[src/rtl/par_xcvr_pkg.sv]
package par_xcvr_pkg;

   // What the storage stage does on the coming clk edge
   typedef enum logic [1:0] {
      SM_HOLD        = 2'd0,
      SM_PASS        = 2'd1,
      SM_LOAD        = 2'd2
   } store_mode_e;

   // Parity mode of a direction
   typedef enum logic {
      PM_CHECK = 1'b0,
      PM_GEN   = 1'b1
   } par_mode_e;

endpackage

[src/rtl/xcvr_store.sv]
module xcvr_store
   import par_xcvr_pkg::*;
#(
   parameter int W = 18
) (
   input  logic         clk,
   input  logic         rst_n,
   input  logic         le,
   input  logic         ck,
   input  logic [W-1:0] d,
   output logic [W-1:0] q
);

   logic         ck_q;
   logic         ck_rise;
   logic [W-1:0] held;
   store_mode_e  mode;

   assign ck_rise = ck & ~ck_q;

   always_comb begin
      if (le)           mode = SM_PASS;
      else if (ck_rise) mode = SM_LOAD;
      else              mode = SM_HOLD;
   end

   always_ff @(posedge clk or negedge rst_n) begin
      if (!rst_n) begin
         ck_q <= 1'b0;
         held <= '0;
      end else begin
         ck_q <= ck;
         case (mode)
            SM_PASS, SM_LOAD: held <= d;
            default:          held <= held;
         endcase
      end
   end

   // transparent path bypasses the holding register
   assign q = (mode == SM_PASS) ? d : held;

endmodule

[src/rtl/xcvr_lane_parity.sv]
module xcvr_lane_parity
   import par_xcvr_pkg::*;
#(
   parameter int LANE_W  = 8,
   parameter bit CAN_GEN = 1'b1
) (
   input  logic [LANE_W-1:0] data,
   input  logic              par_in,
   input  logic              odd_sel,
   input  par_mode_e         mode,
   output logic              par_out,
   output logic              err
);

   logic group_odd;
   assign group_odd = ^{data, par_in};

   if (CAN_GEN) begin : g_gen
      logic gen_bit;
      assign gen_bit = (^data) ^ odd_sel;
      assign par_out = (mode == PM_GEN) ? gen_bit : par_in;
      assign err     = (mode == PM_GEN) ? 1'b0 : (group_odd != odd_sel);
   end else begin : g_chk
      logic unused_mode;
      assign unused_mode = &{1'b0, mode};
      assign par_out = par_in;
      assign err     = (group_odd != odd_sel);
   end

endmodule

[src/rtl/xcvr_dir.sv]
module xcvr_dir
   import par_xcvr_pkg::*;
#(
   parameter int DATA_W  = 16,
   parameter int LANE_W  = 8,
   parameter bit CAN_GEN = 1'b1,
   localparam int LANES  = DATA_W / LANE_W,
   localparam int ST_W   = DATA_W + LANES
) (
   input  logic              clk,
   input  logic              rst_n,
   input  logic              le,
   input  logic              ck,
   input  logic              oe_n,
   input  logic              odd_sel,
   input  par_mode_e         mode,
   input  logic [DATA_W-1:0] data_in,
   input  logic [LANES-1:0]  par_in,
   output logic [DATA_W-1:0] data_out,
   output logic [LANES-1:0]  par_out,
   output logic              drv_en,
   output logic              perr
);

   logic [ST_W-1:0]  st_q;
   logic [LANES-1:0] lane_err;
   logic [LANES-1:0] par_held;

   xcvr_store #(.W(ST_W)) store_i (
      .clk   (clk),
      .rst_n (rst_n),
      .le    (le),
      .ck    (ck),
      .d     ({par_in, data_in}),
      .q     (st_q)
   );

   assign data_out = st_q[DATA_W-1:0];
   assign par_held = st_q[ST_W-1:DATA_W];

   for (genvar l = 0; l < LANES; l++) begin : g_lane
      xcvr_lane_parity #(.LANE_W(LANE_W), .CAN_GEN(CAN_GEN)) par_i (
         .data    (data_out[l*LANE_W +: LANE_W]),
         .par_in  (par_held[l]),
         .odd_sel (odd_sel),
         .mode    (mode),
         .par_out (par_out[l]),
         .err     (lane_err[l])
      );
   end

   // reset forces the drive off regardless of the enable pin
   assign drv_en = rst_n & ~oe_n;
   assign perr   = drv_en & (|lane_err);

endmodule

[src/rtl/par_xcvr.sv]
module par_xcvr
   import par_xcvr_pkg::*;
#(
   parameter int DATA_W = 16,
   parameter int LANE_W = 8,
   localparam int LANES = DATA_W / LANE_W
) (
   input  logic              clk,
   input  logic              rst_n,
   input  logic              odd_sel,
   input  logic              a2b_gen,
   input  logic              a2b_le,
   input  logic              a2b_ck,
   input  logic              a2b_oe_n,
   input  logic [DATA_W-1:0] a_in,
   input  logic [LANES-1:0]  pa_in,
   input  logic              b2a_le,
   input  logic              b2a_ck,
   input  logic              b2a_oe_n,
   input  logic [DATA_W-1:0] b_in,
   input  logic [LANES-1:0]  pb_in,
   output logic [DATA_W-1:0] b_out,
   output logic [LANES-1:0]  pb_out,
   output logic              b_drv_en,
   output logic              a2b_perr,
   output logic [DATA_W-1:0] a_out,
   output logic [LANES-1:0]  pa_out,
   output logic              a_drv_en,
   output logic              b2a_perr,
   output logic              bus_conflict
);

   if (LANE_W < 1) begin : g_bad_lane
      $error("par_xcvr: LANE_W must be at least 1");
   end
   if (DATA_W % LANE_W != 0) begin : g_bad_split
      $error("par_xcvr: DATA_W must be a multiple of LANE_W");
   end

   par_mode_e a2b_mode;
   assign a2b_mode = a2b_gen ? PM_GEN : PM_CHECK;

   xcvr_dir #(.DATA_W(DATA_W), .LANE_W(LANE_W), .CAN_GEN(1'b1)) a2b_i (
      .clk      (clk),
      .rst_n    (rst_n),
      .le       (a2b_le),
      .ck       (a2b_ck),
      .oe_n     (a2b_oe_n),
      .odd_sel  (odd_sel),
      .mode     (a2b_mode),
      .data_in  (a_in),
      .par_in   (pa_in),
      .data_out (b_out),
      .par_out  (pb_out),
      .drv_en   (b_drv_en),
      .perr     (a2b_perr)
   );

   xcvr_dir #(.DATA_W(DATA_W), .LANE_W(LANE_W), .CAN_GEN(1'b0)) b2a_i (
      .clk      (clk),
      .rst_n    (rst_n),
      .le       (b2a_le),
      .ck       (b2a_ck),
      .oe_n     (b2a_oe_n),
      .odd_sel  (odd_sel),
      .mode     (PM_CHECK),
      .data_in  (b_in),
      .par_in   (pb_in),
      .data_out (a_out),
      .par_out  (pa_out),
      .drv_en   (a_drv_en),
      .perr     (b2a_perr)
   );

   assign bus_conflict = b_drv_en & a_drv_en;

endmodule

[config.mk]
export PLATFORM = sky130hd
export DESIGN_NAME = par_xcvr
export DESIGN_NICKNAME = d
export VERILOG_FILES = /design/src/rtl/par_xcvr_pkg.sv /design/src/rtl/xcvr_store.sv /design/src/rtl/xcvr_lane_parity.sv /design/src/rtl/xcvr_dir.sv /design/src/rtl/par_xcvr.sv
export SDC_FILE = /design/constraint.sdc
export NUM_CORES = 1
export LEC_CHECK = 0
export BUFFER_PORTS_ARGS = -buffer_cell sky130_fd_sc_hd__clkbuf_2
export CAP_MARGIN = 20
export CORE_ASPECT_RATIO = 1.75
export CORE_UTILIZATION = 40
export CTS_BUF_LIST = sky130_fd_sc_hd__clkbuf_8
export DETAILED_ROUTE_END_ITERATION = 7
export GPL_ROUTABILITY_DRIVEN = 1
export MAX_ROUTING_LAYER = met4
export PLACE_DENSITY = 0.66
export SYNTH_ARGS = -nofsm -noshare
export SYNTH_HDL_FRONTEND = slang
export SYNTH_SLANG_ARGS = --single-unit
[constraint.sdc]
create_clock -name clk -period 3.55 [get_ports clk]
set_input_delay 0.355 -clock clk [delete_from_list [all_inputs] [get_ports clk]]
set_output_delay 0.355 -clock clk [all_outputs]
set_load 0.05 [all_outputs]
== Word-level counts from Yosys, hierarchy flattened ==
Index checks and enable logic that the tools add are counted.
Storage, ports and cells
  flip-flop bits (word level): 38
  bits in latches: 0
  memory bits (writable): 0
  memory bits (read-only): 0
  input bits: 46
  output and inout port bits: 41
  word-level logic and storage cells: 46
  memories: 0
Cells by class
  add/sub/neg operators: 0
  multipliers: 0
  div/mod/pow operators: 0
  $lt $le $gt $ge: 0
  equal/unequal tests: 8
  shift-type cells: 0
  multiplexer cells: 11
  bitwise logic cells: 13
  reduce and logical (&&, ||, !) cells: 10
Operators with widths (count)
  2-to-1 mux 18 bit: 2
  XOR reduction 9 bit: 4
  XOR reduction 8 bit: 2
  2-to-1 mux 2 bit: 4
  OR reduction 2 bit: 4
  AND 1 bit: 7
  2-to-1 mux 1 bit: 5
  == test 2 x 1 -> 1 bit (second input constant): 2
  == test 2 bit (second input constant): 2
  != test 1 bit: 4
  inverter 1 bit: 4
  bitwise XOR 1 bit: 2

== Logic depth before layout (Yosys ltp) ==
  depth after elaboration: 11
  depth in mapped cells: 8
  depth with buffers taken out: 7

== Cells and area by module ==
Synthesis repeated with hierarchy kept, for this count alone.
Unflattened totals
  cells, all modules: 164
  area, all modules: 2442.3 µm²
By module, submodules not included
  xcvr_store: times used 2, cells each 60, area an instance 974.7 µm², sequential area each 475.5 µm²
  xcvr_lane_parity (a2b_i.g_lane[0].par_i ...): times used 2, cells each 10, area an instance 121.4 µm², sequential area each 0.0 µm²
  xcvr_lane_parity (b2a_i.g_lane[0].par_i ...): times used 2, cells each 9, area an instance 98.8 µm², sequential area each 0.0 µm²
  xcvr_dir: times used 2, cells each 2, area an instance 21.3 µm², sequential area each 0.0 µm²
  par_xcvr: times used 1, cells each 2, area an instance 10.0 µm², sequential area each 0.0 µm²

== Least setup slack after synthesis ==
Ideal clock, no wire load.
  path kind: input to output
  start point: input port b2a_le
  end point: output port b2a_perr
  arrival: 2.885 ns
  required time: 3.195 ns
  setup slack: 0.310 ns
  stages on the path: 6
  buffers on the path: 1
  cell sequence: buf_4 > mux2_1 > xnor3_1 > xnor2_1 > and3_1 > nor3_1
Between the ends
  cells in the longest elaborated chain, start to end: 7
  elaborated cells between the ends (all ways): 9
  classes of those cells: eq/ne: 3; mux: 2; bitwise: 1; reduce/logical: 3
Ends and longest elaborated chain
  start, declared: line par_xcvr.sv:17  | input logic b2a_le,
  2-to-1 mux 2 bit: line xcvr_store.sv:22  | if (le) mode = SM_PASS;
  == test 2 x 1 -> 1 bit: line xcvr_store.sv:41  | assign q = (mode == SM_PASS) ? d : held;
  2-to-1 mux 18 bit: line xcvr_store.sv:41
  named net a_out[7]: line par_xcvr.sv:26  | output logic [DATA_W-1:0] a_out,
  XOR reduction 9 bit: line xcvr_lane_parity.sv:16  | assign group_odd = ^{data, par_in};
  != test 1 bit: line xcvr_lane_parity.sv:27  | assign err = (group_odd != odd_sel);
  OR reduction 2 bit: line xcvr_dir.sv:54  | assign perr = drv_en & (|lane_err);
  AND 1 bit: line xcvr_dir.sv:54
  end, declared: line par_xcvr.sv:29  | output logic b2a_perr,
The timed path passes the listed nets, and every way through them passes these cells.

== Final worst setup path ==
  start point: input port a2b_le
  end point: output port a2b_perr
Between the ends
  cells in the longest elaborated chain, start to end: 8
  elaborated cells between the ends (all ways): 11
  classes of those cells: eq/ne: 3; mux: 4; bitwise: 1; reduce/logical: 3
Ends and longest elaborated chain
  start, declared: line par_xcvr.sv:12  | input logic a2b_le,
  2-to-1 mux 2 bit *: line xcvr_store.sv:22
  == test 2 x 1 -> 1 bit *: line xcvr_store.sv:41
  2-to-1 mux 18 bit *: line xcvr_store.sv:41
  XOR reduction 9 bit: line xcvr_lane_parity.sv:16
  != test 1 bit: line xcvr_lane_parity.sv:22  | assign err = (mode == PM_GEN) ? 1'b0 : (group_odd != odd_sel);
  2-to-1 mux 1 bit: line xcvr_lane_parity.sv:22
  OR reduction 2 bit *: line xcvr_dir.sv:54
  AND 1 bit *: line xcvr_dir.sv:54
  end, declared: line par_xcvr.sv:25  | output logic a2b_perr,
Every way passes the cells marked *; elsewhere a longest branch is shown, timed or not.

==> key figures <==
Cells and area
  – Ant. Diodes: 0
  – Fillers: 583
  – Share of layout cells above drive strength 1: 37.5%
  – Post-route non-filler standard cell count: 373
  – Final #Nets: 338
  – Post-layout util: 50.8%
  – Layout area overhead: 23.1%

GRT
  – Pin count of the biggest net entering global routing: 27
  – Initial antenna violation count: 0
  – Overall Global Routing Usage: 16.5%
  – GRT overflow: 0
  – First-pass GRT wire length: 8380 um
  – Number of global-route vias before repair: 1846

Floorplanning
  – # IOs: 87
  – Starting Density: 41.2%
  – Die width: 62.1 um
  – CORE AREA: 6130 um2
  – Rows: 38
  – Die H: 107 um
  – Die footprint: 6660 um2

Power
  – Sw power: 0.567 mW
  – Combinational Power Share: 43.6%
  – Sequential power share: 35.3%
  – Power Density: 463 nW/um2
  – Internal: 0.873 mW
  – VDD IR max: 221 uV
  – Clock network power share: 21.1%
  – Leak pwr: 1.47 nW
  – Sw Ratio: 39.4%

Clock network
  – Clk Latency, worst-skew pair: 290 ps
  – Clock Sinks: 38
  – # resized after CTS: 0
  – CTS tree: yes
  – Post-CTS setup buffers: 0
  – Clock Path Buffers: 2
  – H-tree levels: 2
  – Worst-path clk slew: 70 ps
  – CTS root buf: clkbuf_8
  – TritonCTS Buffers: 5
  – Hold Buf Count CTS: 0

Synth
  – Largest family of logic cells by synthesized area: multiplexers
  – Syn_nets: 251
  – Post-synth top flop: dfrtp_1
  – Seq/Total Area, Yosys: 37.6%
  – Distinct cells, synth: 26
  – Count leader, synth: mux2_1
  – Top cell type by total area after synthesis: dfrtp_1
  – Async SR Flop Fraction: 100%
  – Mux share of post-synthesis cell area: 35.5%
  – Synthesized-area fraction occupied by xor and xnor cells: 17.6%
  – Yosys top cell area share: 37.6%
  – Mapped cell area: 2530 um2
  – Synth Area in Simple Gates: 3.56%
  – Post-Syn Area per Cell: 12.3 um2
  – EDFF count, synth: 0
  – Synth top cells by count: mux2_1, dfrtp_1, xnor2_1
  – Post-Syn Instances: 205
  – Synth Area in Compound Gates: 2.08%
  – Synth Register Bits: 38
  – Ys Warns: 0
  – Synth top area cells: dfrtp_1, mux2_1, xnor2_1
  – Post-synthesis adder-cell area fraction: 0%

Routing
  – Vias per cell: 4.91
  – Routed len/inst: 13.4 um
  – Final ANT Viol Nets: 0
  – DR DRC count: 0
  – TritonRoute pass-1 iters: 5
  – Routed wire length: 4980 um
  – Vias: 1830
  – DRT iter0 DRCs: 50

Run
  – Max_cap viols: 0

Placed design
  – DP HPWL: 3930 um
  – Placed Cells: 365
  – GPL Wtd Cong: 0.774
  – Port bufs: 86

Setup path
  – Slowest cell delay on critical path: 480 ps
  – CP max FO: 26
  – Top delay family on crit path: buffers and inverters
  – Buffer and inverter count on the worst path: 2
  – Arrival time worst endpoint: 2460 ps
  – Critical path type: in2out
  – Most used cell along the critical path: clkbuf_2
  – Worst path cell trace: clkbuf_2 > o21ai_0 > xnor2_1 > xnor3_1 > nand3b_1 > nor4bb_2 > clkbuf_2
  – Critical Path End Type: output pin
  – Slowest CP cell: clkbuf_2
  – Worst path required time: 3190 ps
  – CP Launch Type: primary input

STA
  – Setup TNS Final: 0 ps
  – Fin crit period: 2810 ps
  – Rel. slew slack: 59.0%
  – Clock skew: 3.87 ps
  – Final Hold Vio Count: 0
  – RSZ-0062 raised after global routing: no
  – Fin crit share: 79.2%
  – Setup violators final: 0
  – Worst-Margin Slew: 615 ps
  – Hold_ws: 47.8 ps
  – Max Clk Rate: 356 MHz
  – Slew Limit Fails: 0

Hold path
  – Worst Hold Class: in2async

Run status
  – Status: finished clean
[sequential cells by signal (all words and copies together), names as in the netlist]
signal              count
a2b_i.store_i.ck_q      1
b2a_i.store_i.ck_q      1
b2a_i.store_i.held     18
a2b_i.store_i.held     18
[metrics by stage]
step,area [um2],power (mW),setup slack (ps)
floorplan,2530,1.02,310
global placement,3020,1.14,729
detailed placement,3020,1.15,686
CTS,3110,1.47,691
global route,3110,1.52,530
finish,3110,1.44,739
[power by group through the flow]
stage | clock, mW | sequential, mW | combinational [mW]
global placement | 0 | 0.515 | 0.628
floorplan | 0 | 0.508 | 0.514
detailed placement | 0 | 0.517 | 0.634
CTS | 0.321 | 0.508 | 0.637
global route | 0.336 | 0.515 | 0.673
finish | 0.304 | 0.508 | 0.629
[cells in the final DEF (no fill, tap or decap)]
master    count
and3_1        1
o21ai_0       2
clkbuf_2     86
nor2_1        6
nand2_1       2
nor3b_1       1
clkinv_2      1
nor4bb_2      1
xnor2_1      25
mux2_2        6
inv_2         2
buf_4         6
nand2b_1      1
xnor3_1       3
nand3b_1      1
nor2b_1       1
clkbuf_8      6
nor3_1        2
mux2_1       64
xor2_1       18
mux2i_1      11
a21oi_2       2
dfrtp_1      38
a21oi_1       5
inv_1         2
[layout make-up]
type / count / area [um2] / area share [%]
Clock inverter: 2 / 8.76 / 0.281
Multi-Input combinational cell: 152 / 1490 / 47.7
Sequential cell: 38 / 951 / 30.5
Timing Repair Buffer: 92 / 475 / 15.3
Clock buffer: 6 / 82.6 / 2.65
Inverter: 3 / 11.3 / 0.362
Tap cell: 80 / 100 / 3.21
[worst register-to-register path, stage by stage (launching register included)]
cell     delay (ps)
dfrtp_1         340
inv_2            40
a21oi_2         110
buf_4           270
mux2_1          370
[per-layer routing]
layer / track usage (%) / part of all wire, % / up-vias
li1: - / - / 881
met1: 17.6 / 41 / 867
met2: 30.7 / 52 / 76
met3: 2.34 / 5.0 / 6
met4: 5.98 / 1.5 / 0
met5: - / 0 / -
[final timing paths]
path | from | end | slack [ps] | depth (start not counted)
max in group asynchronous | rst_n | a2b_i.store_i.held[9] | 3270 | 2
min in group clk | b2a_ck | b2a_i.store_i.ck_q | 210 | 1
worst min-delay path | rst_n | a2b_i.store_i.held[6] | 50 | 2
worst min register to register | b2a_i.store_i.held[17] | b2a_i.store_i.held[17] | 490 | 1
worst max-delay path | a2b_le | a2b_perr | 740 | 7
worst max register to register | b2a_i.store_i.ck_q | b2a_i.store_i.held[15] | 2300 | 4
[logic make-up (layout without fill, tap and decap cells)]
kind of cell / after synthesis / count (layout)
simple gates: 16 / 16
buf+inv: 15 / 103
xor+xnor: 46 / 46
mux: 81 / 81
flops: 38 / 38
compound gates: 9 / 9
(Power assumes the default switching activity.)
